**src/rtl/wsd_pkg.sv**
```systemverilog
package wsd_pkg;

    typedef enum logic {
        ALLOC_NORMAL = 1'b0,
        ALLOC_STREAM = 1'b1
    } alloc_mode_e;

    typedef struct packed {
        logic enable;
        logic step;
        logic restart;
        logic leave;
    } mode_ctrl_t;

    function automatic logic line_hit(input logic valid, input logic match);
        return valid && match;
    endfunction

endpackage

```
**src/rtl/wsd_stream_line.sv**
```systemverilog
module wsd_stream_line #(
    parameter int LINE_W = 26
) (
    input  logic              clk,
    input  logic              rst,
    input  logic              wb_valid,
    input  logic              wb_full,
    input  logic [LINE_W-1:0] wb_line,
    input  logic              ld_valid,
    input  logic [LINE_W-1:0] ld_line,
    output logic              load_hit
);
    logic              held_q;
    logic [LINE_W-1:0] line_q;

    always_ff @(posedge clk) begin
        if (rst) begin
            held_q <= 1'b0;
            line_q <= '0;
        end else if (wb_valid) begin
            held_q <= wb_full;
            if (wb_full) line_q <= wb_line;
        end
    end

    assign load_hit = wsd_pkg::line_hit(ld_valid && held_q, ld_line == line_q);
endmodule

```
**src/rtl/wsd_mode_ctl.sv**
```systemverilog
module wsd_mode_ctl
    import wsd_pkg::*;
#(
    parameter int THRESH = 3
) (
    input  logic       clk,
    input  logic       rst,
    input  mode_ctrl_t ctrl,
    output logic       mode
);
    localparam int CW = $clog2(THRESH + 1);
    localparam logic [CW-1:0] LIMIT = CW'(THRESH);

    logic [CW-1:0] run_q, run_d;
    alloc_mode_e   st_q, st_d;

    always_comb begin
        run_d = run_q;
        st_d  = st_q;
        if (!ctrl.enable || ctrl.leave) begin
            run_d = '0;
            st_d  = ALLOC_NORMAL;
        end else if (ctrl.restart) begin
            run_d = '0;
        end else if (ctrl.step) begin
            if (run_q < LIMIT) run_d = run_q + 1'b1;
            if (run_d >= LIMIT) st_d = ALLOC_STREAM;
        end
    end

    always_ff @(posedge clk) begin
        if (rst) begin
            run_q <= '0;
            st_q  <= ALLOC_NORMAL;
        end else begin
            run_q <= run_d;
            st_q  <= st_d;
        end
    end

    assign mode = (st_q == ALLOC_STREAM);
endmodule

```
**src/rtl/wsd_top.sv**
```systemverilog
module wsd_top
    import wsd_pkg::*;
#(
    parameter int LINE_W    = 26,
    parameter int L1_THRESH = 3,
    parameter int L2_THRESH = 127
) (
    input  logic              clk,
    input  logic              rst,
    input  logic              l2_present,
    input  logic              lf_valid,
    input  logic              lf_full,
    input  logic              wb_valid,
    input  logic              wb_full,
    input  logic [LINE_W-1:0] wb_line,
    input  logic              ld_valid,
    input  logic [LINE_W-1:0] ld_line,
    output logic              l1_stream_mode,
    output logic              l2_stream_mode
);
    localparam int LEVELS = 2;

    logic       load_hit;
    logic       leave;
    mode_ctrl_t ctrl [LEVELS];
    logic       mode [LEVELS];

    wsd_stream_line #(.LINE_W(LINE_W)) u_line (
        .clk      (clk),
        .rst      (rst),
        .wb_valid (wb_valid),
        .wb_full  (wb_full),
        .wb_line  (wb_line),
        .ld_valid (ld_valid),
        .ld_line  (ld_line),
        .load_hit (load_hit)
    );

    assign leave = (wb_valid && !wb_full) || load_hit;

    always_comb begin
        ctrl[0].enable  = 1'b1;
        ctrl[0].step    = lf_valid && lf_full;
        ctrl[0].restart = lf_valid && !lf_full;
        ctrl[0].leave   = leave;
        ctrl[1].enable  = l2_present;
        ctrl[1].step    = wb_valid && wb_full;
        ctrl[1].restart = 1'b0;
        ctrl[1].leave   = leave;
    end

    for (genvar g = 0; g < LEVELS; g++) begin : g_level
        localparam int TH = (g == 0) ? L1_THRESH : L2_THRESH;
        wsd_mode_ctl #(.THRESH(TH)) u_mode (
            .clk  (clk),
            .rst  (rst),
            .ctrl (ctrl[g]),
            .mode (mode[g])
        );
    end

    assign l1_stream_mode = mode[0];
    assign l2_stream_mode = mode[1];
endmodule

```
**config.mk**
```make
export PLATFORM = sky130hd
export DESIGN_NAME = wsd_top
export DESIGN_NICKNAME = d
export VERILOG_FILES = /design/src/rtl/wsd_pkg.sv /design/src/rtl/wsd_stream_line.sv /design/src/rtl/wsd_mode_ctl.sv /design/src/rtl/wsd_top.sv
export SDC_FILE = /design/constraint.sdc
export NUM_CORES = 1
export LEC_CHECK = 0
export BUFFER_PORTS_ARGS = -buffer_cell sky130_fd_sc_hd__buf_2
export CAP_MARGIN = 20
export CORE_MARGIN = 5
export CORE_UTILIZATION = 49
export CTS_CLUSTER_SIZE = 20
export DETAILED_ROUTE_END_ITERATION = 6
export PLACE_DENSITY = 0.8
export SETUP_SLACK_MARGIN = 0.05
export SYNTH_ARGS = -nofsm -noshare
export SYNTH_HDL_FRONTEND = slang
export SYNTH_SLANG_ARGS = --single-unit
export TNS_END_PERCENT = 100
```
**constraint.sdc**
```tcl
create_clock -name clk -period 1.7 [get_ports clk]
set_input_delay 0.17 -clock clk [delete_from_list [all_inputs] [get_ports clk]]
set_output_delay 0.17 -clock clk [all_outputs]
set_load 0.1 [all_outputs]
```
==> flow_summary.toml, run 1 <==
[detailed_routing]
dr_iter_0_viols = 98
dr_total_vias = 1719
drc = 0
drt-pass1-iter-count = 4
viasPerCell = 5.19
detail_route.wirelength_um = 4370
ant_nets = 0
detail_route.wl_per_cell_um = 13.2

[floorplan]
die_area_sq_mm = 0.00492
die_w_um = 70.2
die_y_um = 70.2
placement_rows = 21
io_pins = 62
design.core.area_sq_mm = 0.00342
start_util_pct = 51.9

[cts]
cts-root-buf = "sky130_fd_sc_hd__clkbuf_4"
tritoncts.num_buffers = 5
clkSinkCount = 38
tritoncts = "yes"
cts.htree.levels = 2
clkLatencyLatePin_ns = 0.35
clkTransAtPathRegs_ns = 0.12
cts.path.max_buffers = 2

[synthesis]
synth_xor_area_share_pct = 12.8
synth_top_family_by_area = "simple AND/OR/NAND/NOR gates"
synthesis.area_per_instance_sq_um = 7.96
netlist_area_sq_mm = 0.00177
post_synth_edffs = 0
mappedNetlistNets = 284
synth-main-ff-cell = "sky130_fd_sc_hd__dfxtp_1"
post_synth_and_or_nand_nor_area_fraction_pct = 24.0
synth_warnings = 0
postSynthCellCount = 223
synth_cell_type_count = 34
synth_fa_ha_area_share_pct = 0.705
synth-seq-area-share_pct = 42.9
postSynth.asyncResetShare_pct = 0
flop_and_latch_count_out_of_synthesis = 38
synth.mux.area_fraction_pct = 1.13
synth_compound_area_share_pct = 14.5

[power_and_ir_drop]
power_density_mw_per_mm2 = 745
share_comb_of_total_power_pct = 14.1
netSwitchingFraction_pct = 26.6
power.leakage_nw = 0.989
peakVddDrop_uv = 539
share_seq_of_total_power_pct = 56.1
netSwitchingPower_uw = 447
intPower_mw = 1.24
power.share.clock_pct = 29.8

[setup_path]
r2r_slack_ns = 0.10
rr_worst_depth = 6
start_kind = "flip-flop"
crit_path_end_kind = "flip-flop"
crit-reg2reg-capture = "g_level[1].u_mode.run_q[1]"
timing_worst_setup_path_type = "flip-flop to flip-flop"
critical_register_to_register_path_startpoint = "u_line.line_q[1]"
crit_arrival_ns = 1.83
cp_data_required_time_ns = 1.93
critPathMaxFanout = 8

[worst_hold_path]
worstHoldPathCells = 3
min_to = "u_line.line_q[24]"
min_from = "wb_line[24]"
timing.hold.worst.class = "input pin to flip-flop"

[cells_and_area]
layout.area.seq_sq_um = 762
nNetsFinal = 345
stdcell_area_sq_mm = 0.00226
fill_cells = 296
ratio_of_cells_with_drive_above_1_in_the_final_layout_pct = 30.5
multi_input_logic_area_sq_mm = 0.00100
antenna_cells_inserted = 0
areaGrowthSynthToFinish_pct = 27.4

[placed_design]
post_dp_cell_area_sq_mm = 0.00212
portBuffers = 61
globalplace.congestion = 0.847
estimated_wirelength_of_the_detail_placed_design_um = 3270

[grt]
grt_start_max_net_pins = 27
global_route.usage.total_pct = 17.5
vias_in_the_first_global_route = 1540
grt_remaining_overflow = 0
antenna_found_initial = 0
first_pass_grt_wire_length_um = 6960

[timing]
min_period_ns = 1.60
rsz_0062_raised_after_global_routing = "no"
max-slew-margin-rel_pct = 67.9
clock-skew-final_ns = 0.0118
tns_ns = 0
worstMarginPinSlew_ns = 0.485
final-setup-viol-count = 0
max_freq_ghz = 0.626
holdWs_ns = 0.0392
report.final.slew_viol_count = 0
report.final.hold_viol_count = 0
layout_worst_path_cycle_share_pct = 94.0

[status]
status = "finished clean"

[run]
timing.max_cap.violations = 0
-- through the flow --
stage	setup slack (ns)	utilization, %	power [mW]	std cells
final	0.102	66.2	1.68	331
after detailed placement	0.0651	62.0	1.18	322
after global routing	0.000498	66.2	1.77	331
after CTS	0.0374	63.8	1.67	330
after floorplan	0.332	-	1.08	223
after global placement	0.117	62.0	1.18	322
-- cell usage in the layout (no fill, tap or decap), types with 4 or more instances in the layout --
master	n
sky130_fd_sc_hd__clkbuf_4	5
sky130_fd_sc_hd__xor2_1	26
sky130_fd_sc_hd__dfxtp_1	37
sky130_fd_sc_hd__nor4_1	4
sky130_fd_sc_hd__nand3_1	6
sky130_fd_sc_hd__buf_2	61
sky130_fd_sc_hd__nand2_1	57
sky130_fd_sc_hd__nor2_1	11
sky130_fd_sc_hd__a21oi_1	30
sky130_fd_sc_hd__buf_4	5
-- synthesized netlist by cell type (2+ instances only) --
cell type	n	area, sq um
sky130_fd_sc_hd__a211oi_1	2	15.0
sky130_fd_sc_hd__a21oi_1	30	150
sky130_fd_sc_hd__buf_2	3	15.0
sky130_fd_sc_hd__clkbuf_1	7	26.3
sky130_fd_sc_hd__dfxtp_1	38	761
sky130_fd_sc_hd__inv_1	3	11.3
sky130_fd_sc_hd__mux2i_1	2	20.0
sky130_fd_sc_hd__nand2_1	57	214
sky130_fd_sc_hd__nand3_1	7	35.0
sky130_fd_sc_hd__nand4_1	2	12.5
sky130_fd_sc_hd__nor2_1	11	41.3
sky130_fd_sc_hd__nor2b_1	3	18.8
sky130_fd_sc_hd__nor3_1	3	15.0
sky130_fd_sc_hd__nor3b_1	2	15.0
sky130_fd_sc_hd__nor4_1	7	43.8
sky130_fd_sc_hd__o21ai_0	3	15.0
sky130_fd_sc_hd__xor2_1	26	228
-- worst max-delay path by stage --
stage | to | from
global placement | g_level[1].u_mode.run_q[4] | u_line.line_q[1]
global route | g_level[1].u_mode.run_q[1] | u_line.line_q[11]
finish | g_level[1].u_mode.run_q[1] | u_line.line_q[1]
CTS | g_level[1].u_mode.run_q[4] | u_line.line_q[0]
detailed placement | g_level[1].u_mode.run_q[4] | u_line.line_q[14]
floorplan | g_level[1].u_mode.run_q[4] | u_line.line_q[17]
-- power groups by stage --
| stage | combinational [mW] | clock, mW | sequential (mW) |
|---|---|---|---|
| 3_3_place_gp | 0.217 | 0 | 0.963 |
| 4_1_cts | 0.221 | 0.507 | 0.945 |
| 3_5_place_dp | 0.220 | 0 | 0.965 |
| 6_report | 0.238 | 0.502 | 0.945 |
| 5_1_grt | 0.264 | 0.558 | 0.950 |
| 2_1_floorplan | 0.115 | 0 | 0.961 |
-- flip-flops by register name (all words and copies together) (netlist names) --
register	flops
u_line.held_q	1
g_level.u_mode.mode	2
u_line.line_q	26
g_level.u_mode.run_q	9
-- worst max-delay path: stages, from the launching register on --
cell and delay (ns):
sky130_fd_sc_hd__dfxtp_1 0.33, sky130_fd_sc_hd__xor2_1 0.15, sky130_fd_sc_hd__nor4_1 0.39, sky130_fd_sc_hd__nand3_2 0.19, sky130_fd_sc_hd__o211ai_4 0.23, sky130_fd_sc_hd__buf_12 0.16, sky130_fd_sc_hd__a211oi_2 0.04
-- timing repair --
item                       CTS  global route
setup endpoints to repair    2            11
hold buffers                 0             0
pin swaps                    0             7
resized for setup            0            12
setup buffers                0             1
-- per-layer routing --
layer  routed length (um)  up-vias  global-route usage, %
li1                     -      875                      -
met1                 1890      797                   20.6
met2                 2150       39                   29.5
met3                  265        8                   5.74
met4                   67        0                   6.38
met5                    0        -                      0
-- logic make-up after synthesis --
family                   after synthesis
buffers and inverters                 16
multiplexers                           2
AND/OR/NAND/NOR                       96
XOR/XNOR                              26
flip-flops                            38
AO/OA/AOI/OAI                         44
adder cells (fa/ha/maj)                1
-- area by class of cell --
class                      instances  area share (%)
inverter                           3           0.498
clock buffer                       6            2.27
multi-input combinational        169            44.4
tap                               46            2.55
timing repair buffer              67            16.1
clock inverter                     2           0.554
sequential                        38            33.7
Note: power is estimated with default switching activity, not from simulation.
==> inputs of run 2 (changes only) <==
==> constraint.sdc (replaced) <==
create_clock -name clk -period 1.7 [get_ports clk]
set_input_delay 0.255 -clock clk [delete_from_list [all_inputs] [get_ports clk]]
set_output_delay 0.255 -clock clk [all_outputs]
set_load 0.1 [all_outputs]
==> flow_summary.toml, run 2 (synthesis results as in run 1) <==
[timing]
tns_ns = 0
final-setup-viol-count = 0
max_freq_ghz = 0.646
max-slew-margin-rel_pct = 67.9
min_period_ns = 1.55
worstMarginPinSlew_ns = 0.485
report.final.hold_viol_count = 0
report.final.slew_viol_count = 0
clock-skew-final_ns = 0.0108
rsz_0062_raised_after_global_routing = "no"
layout_worst_path_cycle_share_pct = 91.1

[grt]
global_route.usage.total_pct = 17.5
grt_start_max_net_pins = 27
first_pass_grt_wire_length_um = 6910
vias_in_the_first_global_route = 1582
antenna_found_initial = 0
grt_remaining_overflow = 0

[setup_path]
critPathMaxFanout = 8
timing_worst_setup_path_type = "flip-flop to flip-flop"
worst_path_max_delay_cell = "sky130_fd_sc_hd__dfxtp_1"
crit_arrival_ns = 1.78
timing.critical_path.slowest_cell_delay_ns = 0.34
r2r_slack_ns = 0.15
cp_data_required_time_ns = 1.93
crit_path_end_kind = "flip-flop"
worstPathCellList = "xor2_1 -> nor4_1 -> nand4_1 -> o211ai_2 -> buf_4 -> a211oi_1"
start_kind = "flip-flop"

[detailed_routing]
ant_nets = 0
detail_route.wl_per_cell_um = 12.2
dr_iter_0_viols = 61
drt-pass1-iter-count = 4
detail_route.wirelength_um = 4050
dr_total_vias = 1647
drc = 0
viasPerCell = 4.98

[floorplan]
io_pins = 62
design.core.area_sq_mm = 0.00342
die_y_um = 70.2
placement_rows = 21
die_w_um = 70.2
start_util_pct = 51.9
die_area_sq_mm = 0.00492

[cts]
cts.hold.buffers_added = 0
cts-root-buf = "sky130_fd_sc_hd__clkbuf_4"
tritoncts.num_buffers = 5
cts_post_setup_buffers_inserted = 0
cts_resized = 0
cts.htree.levels = 2
cts.path.max_buffers = 2
clkTransAtPathRegs_ns = 0.11
clkSinkCount = 38
clkLatencyLatePin_ns = 0.34
tritoncts = "yes"

[power_and_ir_drop]
power.leakage_nw = 0.973
peakVddDrop_uv = 420
power_density_mw_per_mm2 = 752

[status]
status = "finished clean"

[cells_and_area]
biggest_register = "u_line.line_q"
stdcell_area_sq_mm = 0.00220
mostFrequentLayoutCells = "sky130_fd_sc_hd__buf_2, sky130_fd_sc_hd__nand2_1, sky130_fd_sc_hd__dfxtp_1"
layout.area.seq_sq_um = 761
multi_input_logic_area_sq_um = 957
areaGrowthSynthToFinish_pct = 24.0
largest_reg_flops = 26
fill_cells = 333
most_common_cell_after_layout_fill_and_taps_aside = "sky130_fd_sc_hd__buf_2"
ratio_of_cells_with_drive_above_1_in_the_final_layout_pct = 27.7
antenna_cells_inserted = 0
nNetsFinal = 345

[placed_design]
post_dp_cell_area_sq_mm = 0.00212
estimated_wirelength_of_the_detail_placed_design_um = 3140
globalplace.congestion = 0.822
portBuffers = 61

[worst_hold_path]
timing.hold.worst.class = "input pin to flip-flop"

[run]
timing.max_cap.violations = 0
[run 2: cell counts in the layout (fill, tap and decap cells not counted)]
Identical to the previous run, type by type.
[run 2: report_power, final]
| group | total, mW | switching [mW] | internal [mW] |
|---|---|---|---|
| Clock | 0.486 | 0.288 | 0.199 |
| Combinational | 0.224 | 0.115 | 0.110 |
| Sequential | 0.944 | 0.0212 | 0.923 |
[run 2: per-layer routing]
| layer | vias to the layer above | GRT usage [%] | share of wire, % |
|---|---|---|---|
| met2 | 38 | 28.1 | 48 |
| met4 | 0 | 5.11 | 1.6 |
| met5 | - | 0 | 0 |
| met3 | 7 | 7.17 | 6.2 |
| met1 | 725 | 21.4 | 44 |
| li1 | 877 | - | - |
[run 2: final timing paths]
| kind | from | to | depth (start not counted) |
|---|---|---|---|
| worst max-delay path | u_line.line_q[13] | g_level[1].u_mode.run_q[1] | 6 |
| worst min-delay path | wb_line[0] | u_line.line_q[0] | 3 |
| worst max register to register | u_line.line_q[13] | g_level[1].u_mode.run_q[1] | 6 |
| worst min register to register | u_line.line_q[15] | u_line.line_q[15] | 2 |
[run 2: final cells by class]
type	instances	share of cell area, %
timing repair buffer	67	15.9
clock inverter	2	0.569
sequential	38	34.6
clock buffer	6	2.33
multi-input combinational	169	43.5
inverter	3	0.512
tap	46	2.62
[run 2: metrics by stage]
stage	worst slack (ns)	instances	total power, mW	utilization [%]	hold WS, ns
global placement	0.149	323	1.18	62.2	0.452
global route	0.0551	331	1.75	64.4	0.112
floorplan	0.332	223	1.08	-	0.365
detailed placement	0.106	323	1.19	62.2	0.455
CTS	0.106	331	1.67	64.1	0.122
finish	0.152	331	1.65	64.4	0.135
[run 2: worst max-delay path: cells and delay by family (launching register included)]
family                    cells  cell delay, ns
AOI/OAI and AO/OA             2            0.23
xor gates and xnor gates      1            0.16
and+or+nand+nor               2            0.52
buffers and inverters         1            0.18
DFF                           1            0.34
